--- src/rtl/mac_pkg.sv ---
`timescale 1ns/1ps
package mac_pkg;
  localparam int unsigned ACC_W  = 32;
  localparam int unsigned HALF_W = ACC_W / 2;
  localparam int unsigned PROD_W = 2 * ACC_W + 4;
  localparam int unsigned SUM_W  = PROD_W + 1;
  localparam int unsigned SR_W   = 8;
  localparam int unsigned NUM_OPS = 2;

  localparam int unsigned SR_SAT = 7;
  localparam int unsigned SR_UNS = 6;
  localparam int unsigned SR_RND = 5;
  localparam int unsigned SR_FRC = 4;
  localparam int unsigned SR_N   = 3;
  localparam int unsigned SR_Z   = 2;
  localparam int unsigned SR_V   = 1;

  typedef enum logic [1:0] {
    SH_NONE  = 2'b00,
    SH_LEFT  = 2'b01,
    SH_RIGHT = 2'b10,
    SH_HOLD  = 2'b11
  } shift_e;

  typedef struct packed {
    logic sat;
    logic uns;
    logic rnd;
    logic frc;
  } mode_t;

  typedef logic signed [PROD_W-1:0] prod_t;
  typedef logic signed [SUM_W-1:0]  sum_t;
  typedef logic signed [ACC_W:0]    opnd_t;

  // Pick and widen one source operand into a signed (ACC_W+1)-bit value.
  function automatic opnd_t extend_operand(input logic [ACC_W-1:0] word,
                                           input logic wide,
                                           input logic hi,
                                           input logic as_unsigned,
                                           input logic frac);
    logic [HALF_W-1:0] half;
    half = hi ? word[ACC_W-1:HALF_W] : word[HALF_W-1:0];
    if (wide)
      return as_unsigned ? {1'b0, word} : {word[ACC_W-1], word};
    else if (frac)
      return {half[HALF_W-1], half, {HALF_W{1'b0}}};
    else if (as_unsigned)
      return {{(HALF_W+1){1'b0}}, half};
    else
      return {{(HALF_W+1){half[HALF_W-1]}}, half};
  endfunction

  // Multiply, align for fractions, apply the requested shift and rounding.
  function automatic prod_t form_product(input opnd_t a,
                                         input opnd_t b,
                                         input logic frac,
                                         input logic rnd,
                                         input logic [1:0] sh);
    prod_t pa;
    prod_t pb;
    prod_t p;
    pa = a;
    pb = b;
    p  = pa * pb;
    if (frac) p = p <<< 1;
    case (shift_e'(sh))
      SH_LEFT:  p = p <<< 1;
      SH_RIGHT: p = p >>> 1;
      default:  p = p;
    endcase
    if (frac) begin
      if (rnd) p = p + (prod_t'(1) <<< (ACC_W - 1));
      p = p >>> ACC_W;
    end
    return p;
  endfunction

  // Full-precision sum of accumulator and addend.
  function automatic sum_t wide_sum(input logic [ACC_W-1:0] acc,
                                    input prod_t addend,
                                    input logic sub,
                                    input logic uns);
    sum_t ax;
    sum_t ad;
    ax = {{(SUM_W-ACC_W){uns ? 1'b0 : acc[ACC_W-1]}}, acc};
    ad = addend;
    return sub ? (ax - ad) : (ax + ad);
  endfunction

  function automatic sum_t upper_limit(input logic uns);
    return uns ? ((sum_t'(1) <<< ACC_W) - sum_t'(1))
               : ((sum_t'(1) <<< (ACC_W - 1)) - sum_t'(1));
  endfunction

  function automatic sum_t lower_limit(input logic uns);
    return uns ? sum_t'(0) : -(sum_t'(1) <<< (ACC_W - 1));
  endfunction
endpackage

--- src/rtl/mac_operand_sel.sv ---
`timescale 1ns/1ps
module mac_operand_sel
  import mac_pkg::*;
(
  input  logic [NUM_OPS-1:0][ACC_W-1:0] words,
  input  logic [NUM_OPS-1:0]            hi_sel,
  input  logic                          wide,
  input  logic                          as_unsigned,
  input  logic                          frac,
  output logic [NUM_OPS-1:0][ACC_W:0]   ext
);
  for (genvar g = 0; g < NUM_OPS; g++) begin : g_opnd
    assign ext[g] = extend_operand(words[g], wide, hi_sel[g], as_unsigned, frac);
  end
endmodule

--- src/rtl/mac_product.sv ---
`timescale 1ns/1ps
module mac_product
  import mac_pkg::*;
(
  input  logic [NUM_OPS-1:0][ACC_W:0] ext,
  input  logic                        frac,
  input  logic                        rnd,
  input  logic [1:0]                  shift,
  output prod_t                       addend
);
  assign addend = form_product($signed(ext[0]), $signed(ext[1]), frac, rnd, shift);
endmodule

--- src/rtl/mac_accum.sv ---
`timescale 1ns/1ps
module mac_accum
  import mac_pkg::*;
(
  input  logic [ACC_W-1:0] acc,
  input  prod_t            addend,
  input  logic             sub,
  input  logic             uns,
  input  logic             sat,
  output logic [ACC_W-1:0] value,
  output logic             ovf
);
  sum_t total;
  sum_t hi_lim;
  sum_t lo_lim;
  logic above;
  logic below;

  assign total  = wide_sum(acc, addend, sub, uns);
  assign hi_lim = upper_limit(uns);
  assign lo_lim = lower_limit(uns);
  assign above  = total > hi_lim;
  assign below  = total < lo_lim;
  assign ovf    = above | below;

  always_comb begin
    if (sat && above)      value = hi_lim[ACC_W-1:0];
    else if (sat && below) value = lo_lim[ACC_W-1:0];
    else                   value = total[ACC_W-1:0];
  end
endmodule

--- src/rtl/mac_unit.sv ---
`timescale 1ns/1ps
module mac_unit
  import mac_pkg::*;
(
  input  logic              clk,
  input  logic              rst_n,
  input  logic              op_valid,
  input  logic [ACC_W-1:0]  op_src_a,
  input  logic [ACC_W-1:0]  op_src_b,
  input  logic              op_wide,
  input  logic              op_a_hi,
  input  logic              op_b_hi,
  input  logic [1:0]        op_shift,
  input  logic              op_sub,
  input  logic              acc_wr,
  input  logic [ACC_W-1:0]  acc_wdata,
  output logic [ACC_W-1:0]  acc_rdata,
  input  logic              sr_wr,
  input  logic [SR_W-1:1]   sr_wdata,
  output logic [SR_W-1:0]   sr_rdata,
  output logic              done
);
  mode_t             mode_q;
  logic              n_q, z_q, v_q;
  logic [ACC_W-1:0]  acc_q;
  logic              done_q;

  // stage 1 registers
  logic              s1_valid;
  prod_t             s1_addend;
  logic              s1_sub;
  logic              s1_uns;
  logic              s1_sat;

  // named internal events
  logic              eff_uns;
  logic [NUM_OPS-1:0][ACC_W:0] ext;
  prod_t             addend;
  logic [ACC_W-1:0]  result_value;
  logic              result_ovf;
  logic              commit_evt;
  logic              ovf_evt;
  logic              sat_active;

  assign eff_uns = mode_q.uns & ~mode_q.frc;

  mac_operand_sel u_sel (
    .words       ({op_src_b, op_src_a}),
    .hi_sel      ({op_b_hi, op_a_hi}),
    .wide        (op_wide),
    .as_unsigned (eff_uns),
    .frac        (mode_q.frc),
    .ext         (ext)
  );

  mac_product u_prod (
    .ext    (ext),
    .frac   (mode_q.frc),
    .rnd    (mode_q.rnd),
    .shift  (op_shift),
    .addend (addend)
  );

  mac_accum u_acc (
    .acc    (acc_q),
    .addend (s1_addend),
    .sub    (s1_sub),
    .uns    (s1_uns),
    .sat    (s1_sat),
    .value  (result_value),
    .ovf    (result_ovf)
  );

  assign commit_evt = s1_valid & ~acc_wr & ~sr_wr;
  assign ovf_evt    = s1_valid & result_ovf;
  assign sat_active = s1_sat;

  always_ff @(posedge clk) begin
    if (!rst_n) begin
      s1_valid  <= 1'b0;
      s1_addend <= '0;
      s1_sub    <= 1'b0;
      s1_uns    <= 1'b0;
      s1_sat    <= 1'b0;
    end else begin
      s1_valid <= op_valid;
      if (op_valid) begin
        s1_addend <= addend;
        s1_sub    <= op_sub;
        s1_uns    <= eff_uns;
        s1_sat    <= mode_q.sat;
      end
    end
  end

  always_ff @(posedge clk) begin
    if (!rst_n) begin
      acc_q  <= '0;
      mode_q <= '0;
      n_q    <= 1'b0;
      z_q    <= 1'b0;
      v_q    <= 1'b0;
      done_q <= 1'b0;
    end else begin
      done_q <= s1_valid;
      if (acc_wr)          acc_q <= acc_wdata;
      else if (commit_evt) acc_q <= result_value;
      if (sr_wr) begin
        mode_q <= mode_t'(sr_wdata[SR_W-1:SR_FRC]);
        n_q    <= sr_wdata[SR_N];
        z_q    <= sr_wdata[SR_Z];
        v_q    <= sr_wdata[SR_V];
      end else if (commit_evt) begin
        n_q <= result_value[ACC_W-1];
        z_q <= (result_value == '0);
        v_q <= v_q | result_ovf;
      end
    end
  end

  assign acc_rdata = acc_q;
  assign sr_rdata  = {mode_q, n_q, z_q, v_q, 1'b0};
  assign done      = done_q;
endmodule

--- config.mk ---
export PLATFORM = sky130hd
export DESIGN_NAME = mac_unit
export DESIGN_NICKNAME = d
export VERILOG_FILES = /design/src/rtl/mac_pkg.sv /design/src/rtl/mac_operand_sel.sv /design/src/rtl/mac_product.sv /design/src/rtl/mac_accum.sv /design/src/rtl/mac_unit.sv
export SDC_FILE = /design/constraint.sdc
export NUM_CORES = 2
export LEC_CHECK = 0
export BUFFER_PORTS_ARGS = -buffer_cell sky130_fd_sc_hd__buf_4
export CORE_ASPECT_RATIO = 0.9
export CORE_MARGIN = 10
export CORE_UTILIZATION = 67
export CTS_BUF_LIST = sky130_fd_sc_hd__clkbuf_8
export DETAILED_ROUTE_END_ITERATION = 8
export PLACE_DENSITY = 0.95
export SYNTH_ARGS = -nofsm -noshare
export SYNTH_HDL_FRONTEND = slang
export SYNTH_SLANG_ARGS = --single-unit
export TNS_END_PERCENT = 100
--- constraint.sdc ---
create_clock -name clk -period 14.4 [get_ports clk]
set_input_delay 1.44 -clock clk [delete_from_list [all_inputs] [get_ports clk]]
set_output_delay 1.44 -clock clk [all_outputs]
set_load 0.01 [all_outputs]
# Yosys cells after proc, flatten, opt, wreduce, memory -nomap -nowiden
# Cells that the tools add are included.
[op_classes]
addsub = 3
n_reduce_logical = 5
n_bitwise = 8
multipliers = 1
order_cmp = 2
eq_ne = 2
n_mux = 28
[op_table]
columns = ["op", "count"]
rows = [
  ["2-to-1 mux 33 bit", 8],
  ["2-to-1 mux 68 bit", 3],
  ["2-to-1 mux 32 bit", 5],
  ["2-to-1 mux 69 bit", 2],
  ["case mux 68 bit (2 select lines)", 1],
  ["adder 33 x 68 -> 69 bit", 1],
  ["> comparator 69 bit", 1],
  ["less-than comparator 69 bit", 1],
  ["subtractor 33 x 68 -> 69 bit", 1],
  ["adder 68 x 33 -> 68 bit (second input constant)", 1],
  ["multiplier 33 x 33 -> 66 bit", 1],
  ["logical NOT 32 bit", 1],
  ["2-to-1 mux 16 bit", 2],
  ["2-to-1 mux 1 bit", 7],
  ["nonzero test 2 bit", 2],
  ["bitwise AND 1 bit", 3],
  ["NOT 1 bit", 3],
  ["== test 2 x 1 -> 1 bit (second input constant)", 1],
  ["== test 2 bit (second input constant)", 1],
  ["logical AND 1 bit", 2],
  ["bitwise OR 1 bit", 2],
]
[totals]
wordCells = 63
output_inout_bits = 41
regBits = 112
in_bits = 114

# Longest topological paths before layout
[depth]
depth_word = 11
ltp_mapped = 47
depth_no_buf = 39

# By module
# From an unflattened synthesis, not the netlist that was laid out.
[hier_totals]
cells_unflattened = 7006
area_unflattened_um2 = 58536.1
[modules_own_cells]
columns = ["mod", "n_inst", "cells_each", "area_per_inst_um2", "seq_area_each_um2"]
rows = [
  ["mac_product", 1, 5094, 44547.7, 0.0],
  ["mac_accum", 1, 1231, 7966.4, 0.0],
  ["mac_unit", 1, 455, 4630.7, 2242.2],
  ["mac_operand_sel", 1, 226, 1391.3, 0.0],
]

# Worst setup path before layout
# Ideal clock, no wire load.
[synth_path]
path_kind = "input to register"
from = "input port op_wide"
to = "register s1_addend[47]"
t_required_ns = 14.253
stages = 36
setup_time_ns = 0.147
path_slack_ns = 2.618
arrival_time_ns = 11.635
n_path_buf = 7
cell_sequence = "clkbuf_1 -> clkbuf_1 -> clkbuf_1 -> a22o_1 -> clkbuf_1 -> nand2_1 -> clkbuf_1 -> nor2_1 -> fa_1 -> fa_1 -> fa_1 -> fa_1 -> inv_1 -> fa_1 -> inv_1 -> fa_1 -> fa_1 -> inv_1 -> fa_1 -> inv_1 -> ha_1 -> clkbuf_1 -> and4_1 -> a21oi_1 -> mux2i_1 -> a211o_1 -> nor2_1 -> a22oi_1 -> a31oi_4 -> o21ai_1 -> or4b_4 -> nor4b_4 -> nand4_1 -> a21oi_4 -> buf_6 -> a211oi_2"
[synth_between]
elab_chain_cells = 7
word_cells_on_any_way = 8
cone_classes = "add/sub (1); mul (1); mux (6)"
[synth_lines]
columns = ["element", "line", "source"]
rows = [
  ["start, declared", "mac_unit.sv:10", "input logic op_wide,"],
  ["2-to-1 mux 33 bit", "mac_pkg.sv:44", "if (wide)"],
  ["multiplier 33 x 33 -> 66 bit (*)", "mac_pkg.sv:65", "p = pa * pb;"],
  ["2-to-1 mux 68 bit (*)", "mac_pkg.sv:66", "if (frac) p = p <<< 1;"],
  ["case mux 68 bit (2 select lines) (*)", "mac_pkg.sv:67", "case (shift_e'(sh))"],
  ["adder 68 x 33 -> 68 bit", "mac_pkg.sv:73", "if (rnd) p = p + (prod_t'(1) <<< (ACC_W - 1));"],
  ["2-to-1 mux 68 bit", "mac_pkg.sv:73", ""],
  ["2-to-1 mux 68 bit (*)", "mac_pkg.sv:72", "if (frac) begin"],
  ["end signal, assigned", "mac_unit.sv:88", "s1_addend <= addend;"],
  ["end, declared", "mac_unit.sv:30", "prod_t s1_addend;"],
]
# Every way passes the cells marked *; elsewhere a longest branch is shown, timed or not.
# A chain may end at the register's enable or synchronous reset.

# Final worst setup path
[layout_path]
from = "input port op_a_hi"
to = "register s1_addend[33]"
[layout_between]
elab_chain_cells = 10
[layout_lines]
columns = ["element", "line", "source"]
rows = [
  ["start, declared", "mac_unit.sv:11", "input logic op_a_hi,"],
  ["2-to-1 mux 16 bit (*)", "mac_pkg.sv:43", "half = hi ? word[ACC_W-1:HALF_W] : word[HALF_W-1:0];"],
  ["2-to-1 mux 33 bit", "mac_pkg.sv:48", "else if (as_unsigned)"],
  ["2-to-1 mux 33 bit (*)", "mac_pkg.sv:46", "else if (frac)"],
  ["2-to-1 mux 33 bit (*)", "mac_pkg.sv:44", ""],
  ["multiplier 33 x 33 -> 66 bit (*)", "mac_pkg.sv:65", ""],
  ["2-to-1 mux 68 bit (*)", "mac_pkg.sv:66", ""],
  ["case mux 68 bit (2 select lines) (*)", "mac_pkg.sv:67", ""],
  ["adder 68 x 33 -> 68 bit", "mac_pkg.sv:73", ""],
  ["2-to-1 mux 68 bit", "mac_pkg.sv:73", ""],
  ["2-to-1 mux 68 bit (*)", "mac_pkg.sv:72", ""],
]
# Marked as above.

==> impl_metrics.env <==
export IMPL_status="finished, violations left"
export IMPL_violations="capacitance limit"
export IMPL_gr_usage_all_layers=0.428
export IMPL_htreeDepth=3
export IMPL_num_vias=53600
export IMPL_syn_inst=6903
export IMPL_post_dp_hpwl_mm=164
export IMPL_synth_edf_count=0
export IMPL_cts_buffers_inserted=9
export IMPL_nets=8411
export IMPL_holdCritStartpoint="s1_valid"
export IMPL_synth_async_reset_ratio=0
export IMPL_first_pass_iters=9
export IMPL_start_kind="primary input"
export IMPL_skew_ns=0.0155
export IMPL_syn_num_nets=8491
export IMPL_wl_per_cell_um=25.9
export IMPL_arrival_ns=14.36
export IMPL_synth_compound_area_frac=0.152
export IMPL_min_period_ns=14.02
export IMPL_seq_area_frac_synth=0.0400
export IMPL_grt_overflow=0
export IMPL_sequential_cell_area_sq_mm=0.00225
export IMPL_r2r_start="sr_rdata[4]"
export IMPL_tightest_slew_ns=1.49
export IMPL_cts_sinks=112
export IMPL_crit_top_cell="fa_1"
export IMPL_rsz0062_at_grt="no"
export IMPL_cp_startpoint="op_a_hi"
export IMPL_place_ws_ns=0.335
export IMPL_ys_warn_count=0
export IMPL_fin_setup_tns_ns=0
export IMPL_syn_area_sq_mm=0.0560
export IMPL_wl_mm=206
export IMPL_clkTransAtPathRegs_ns=0.12
export IMPL_cts_resized=0
export IMPL_synth_most_common_cell="inv_1"
export IMPL_synthTopCellsByArea="fa_1, inv_1, ha_1"
export IMPL_ys_flop_type="dfxtp_1"
export IMPL_yosysTopAreaCell="fa_1"
export IMPL_synth_top_family_by_area="adder cells"
export IMPL_io_pins=155
export IMPL_cp_end_kind="register"
export IMPL_core_sq_mm=0.0828
export IMPL_antenna_left=0
export IMPL_drc_errors=0
export IMPL_worst_endpoint_required_ns=14.75
export IMPL_cp_max_fo=30
export IMPL_hold_buffers=0
export IMPL_synth_distinct_cells=115
export IMPL_layout_drive_gt1_share=0.0704
export IMPL_path_buf_inv=6
export IMPL_synthAdderAreaFrac=0.483
export IMPL_drt_iter0_markers=7546
export IMPL_io_buffers=153
export IMPL_crit_family="compound AO/OA/AOI/OAI gates"
export IMPL_initial_core_util=0.676
export IMPL_synth_xor_area_share=0.0317
export IMPL_hp_class="reg2reg"
export IMPL_slowest_stage="a22o_1"
export IMPL_crit_type="in2reg"
export IMPL_setup_viol=0
export IMPL_fp_dieH_um=294
export IMPL_die_x_um=325
export IMPL_antenna_found_initial=9
export IMPL_slew_viol_final=0
export IMPL_die_area_sq_mm=0.0956
export IMPL_rows=100
export IMPL_insertion_delay_ns=0.44
export IMPL_syn_to_final_growth_pct=4.31
export IMPL_nFillCells=6461
export IMPL_cts_root_buffer="clkbuf_8"
export IMPL_drv_cap=1
export IMPL_grt_pass1_wl_mm=316
export IMPL_synth_simple_area_share=0.178
export IMPL_setup_ws_ns=0.384
export IMPL_period_share=0.973
export IMPL_postCtsSetupRepairBufs=0
export IMPL_synthTopCellsByCount="inv_1, fa_1, nor2_1"
export IMPL_synth_top_area_frac=0.410
export IMPL_grt_max_degree=87
export IMPL_cts_buffer_depth=2
export IMPL_avgSynthCellArea_sq_um=8.11
export IMPL_gp_congestion=1.11
export IMPL_cpPeakStageDelay_ns=1.27
export IMPL_via_per_inst=6.74
export IMPL_multi_input_area_sq_mm=0.0477
export IMPL_cts_tree="built"
export IMPL_grt_pass1_vias=54800
export IMPL_max_freq_ghz=0.0713
export IMPL_hold_viol=0
export IMPL_muxShareOfSynthArea=0.00623
export IMPL_synth_seq_cells=112
export IMPL_slew_headroom=0.00631
==> layout by cell type (no fill, tap or decap), types with 39 or more instances in the layout <==
cell type  Yosys  final
nand2_1      816    816
a21o_1        97     97
a22oi_1       56     56
nor3_1        78     78
xnor2_1      141    141
a31oi_1       47     47
a211oi_1      63     63
nand3_1       89     84
nand2b_1      60     60
and3_1        42     42
o21ai_0      194    194
o211ai_1      39     39
dfxtp_1      112    109
nor2_1       830    829
o21a_1        40     40
buf_4          8    305
ha_1         327    326
fa_1        1147   1147
xor2_1        60     60
o22ai_1       43     43
nand4_1       61     61
a21oi_1      333    324
inv_1       1199   1197
==> state kept, by name, indices dropped and copies added (netlist names) <==
name       flops
s1_sat         1
done           1
v_q            1
s1_valid       1
sr_rdata       4
acc_rdata     32
s1_addend     68
z_q            1
s1_sub         1
s1_uns         1
n_q            1
==> stage by stage <==
| stage | instance area [sq um] | instances | hold WS [ns] | utilization |
|---|---|---|---|---|
| after global placement | 58200 | 7933 | 0.454 | 0.703 |
| after global routing | 58400 | 7950 | 0.515 | 0.705 |
| final | 58400 | 7959 | 0.503 | 0.705 |
| after detailed placement | 58200 | 7933 | 0.467 | 0.703 |
| after floorplan | 56000 | 6903 | 0.431 | - |
| after CTS | 58400 | 7949 | 0.494 | 0.705 |
==> path summary, 6_finish.rpt <==
check                                     end  slack (ns)  depth (start not counted)
worst max-delay path            s1_addend[33]        0.38                         36
worst min-delay path                     done        0.50                          1
worst max register to register  s1_addend[33]        1.13                         31
worst min register to register           done        0.50                          1
==> area by class of cell <==
cell class | instances | area share
multi-input combinational | 5191 | 0.817
clock inverter | 7 | 0.00107
inverter | 1203 | 0.0773
antenna | 9 | 0.000386
sequential | 112 | 0.0385
tap | 1122 | 0.0240
timing repair buffer | 306 | 0.0395
clock buffer | 9 | 0.00212
==> routing by layer <==
metal  global-route usage  up-vias  wire, um
li1                     -    22000         -
met4                0.234       12     14600
met3                0.198     1206     36500
met5               0.0129        -       264
met2                0.611     4677     83200
met1                0.534    25800     71400
==> logic make-up (layout without fill, tap and decap cells) <==
logic type / count (synthesis) / in the layout
multiplexers: 34 / 34
buffers and inverters: 1600 / 1525
AO/OA/AOI/OAI: 1245 / 1245
other: 1 / 10
AND/OR/NAND/NOR: 2235 / 2235
flip-flops: 112 / 112
XOR/XNOR: 202 / 202
adder cells (fa/ha/maj): 1474 / 1474
Power is left out: the tool's default activity adds up to more than one toggle a clock period on the data nets, which glitch-free logic cannot reach.
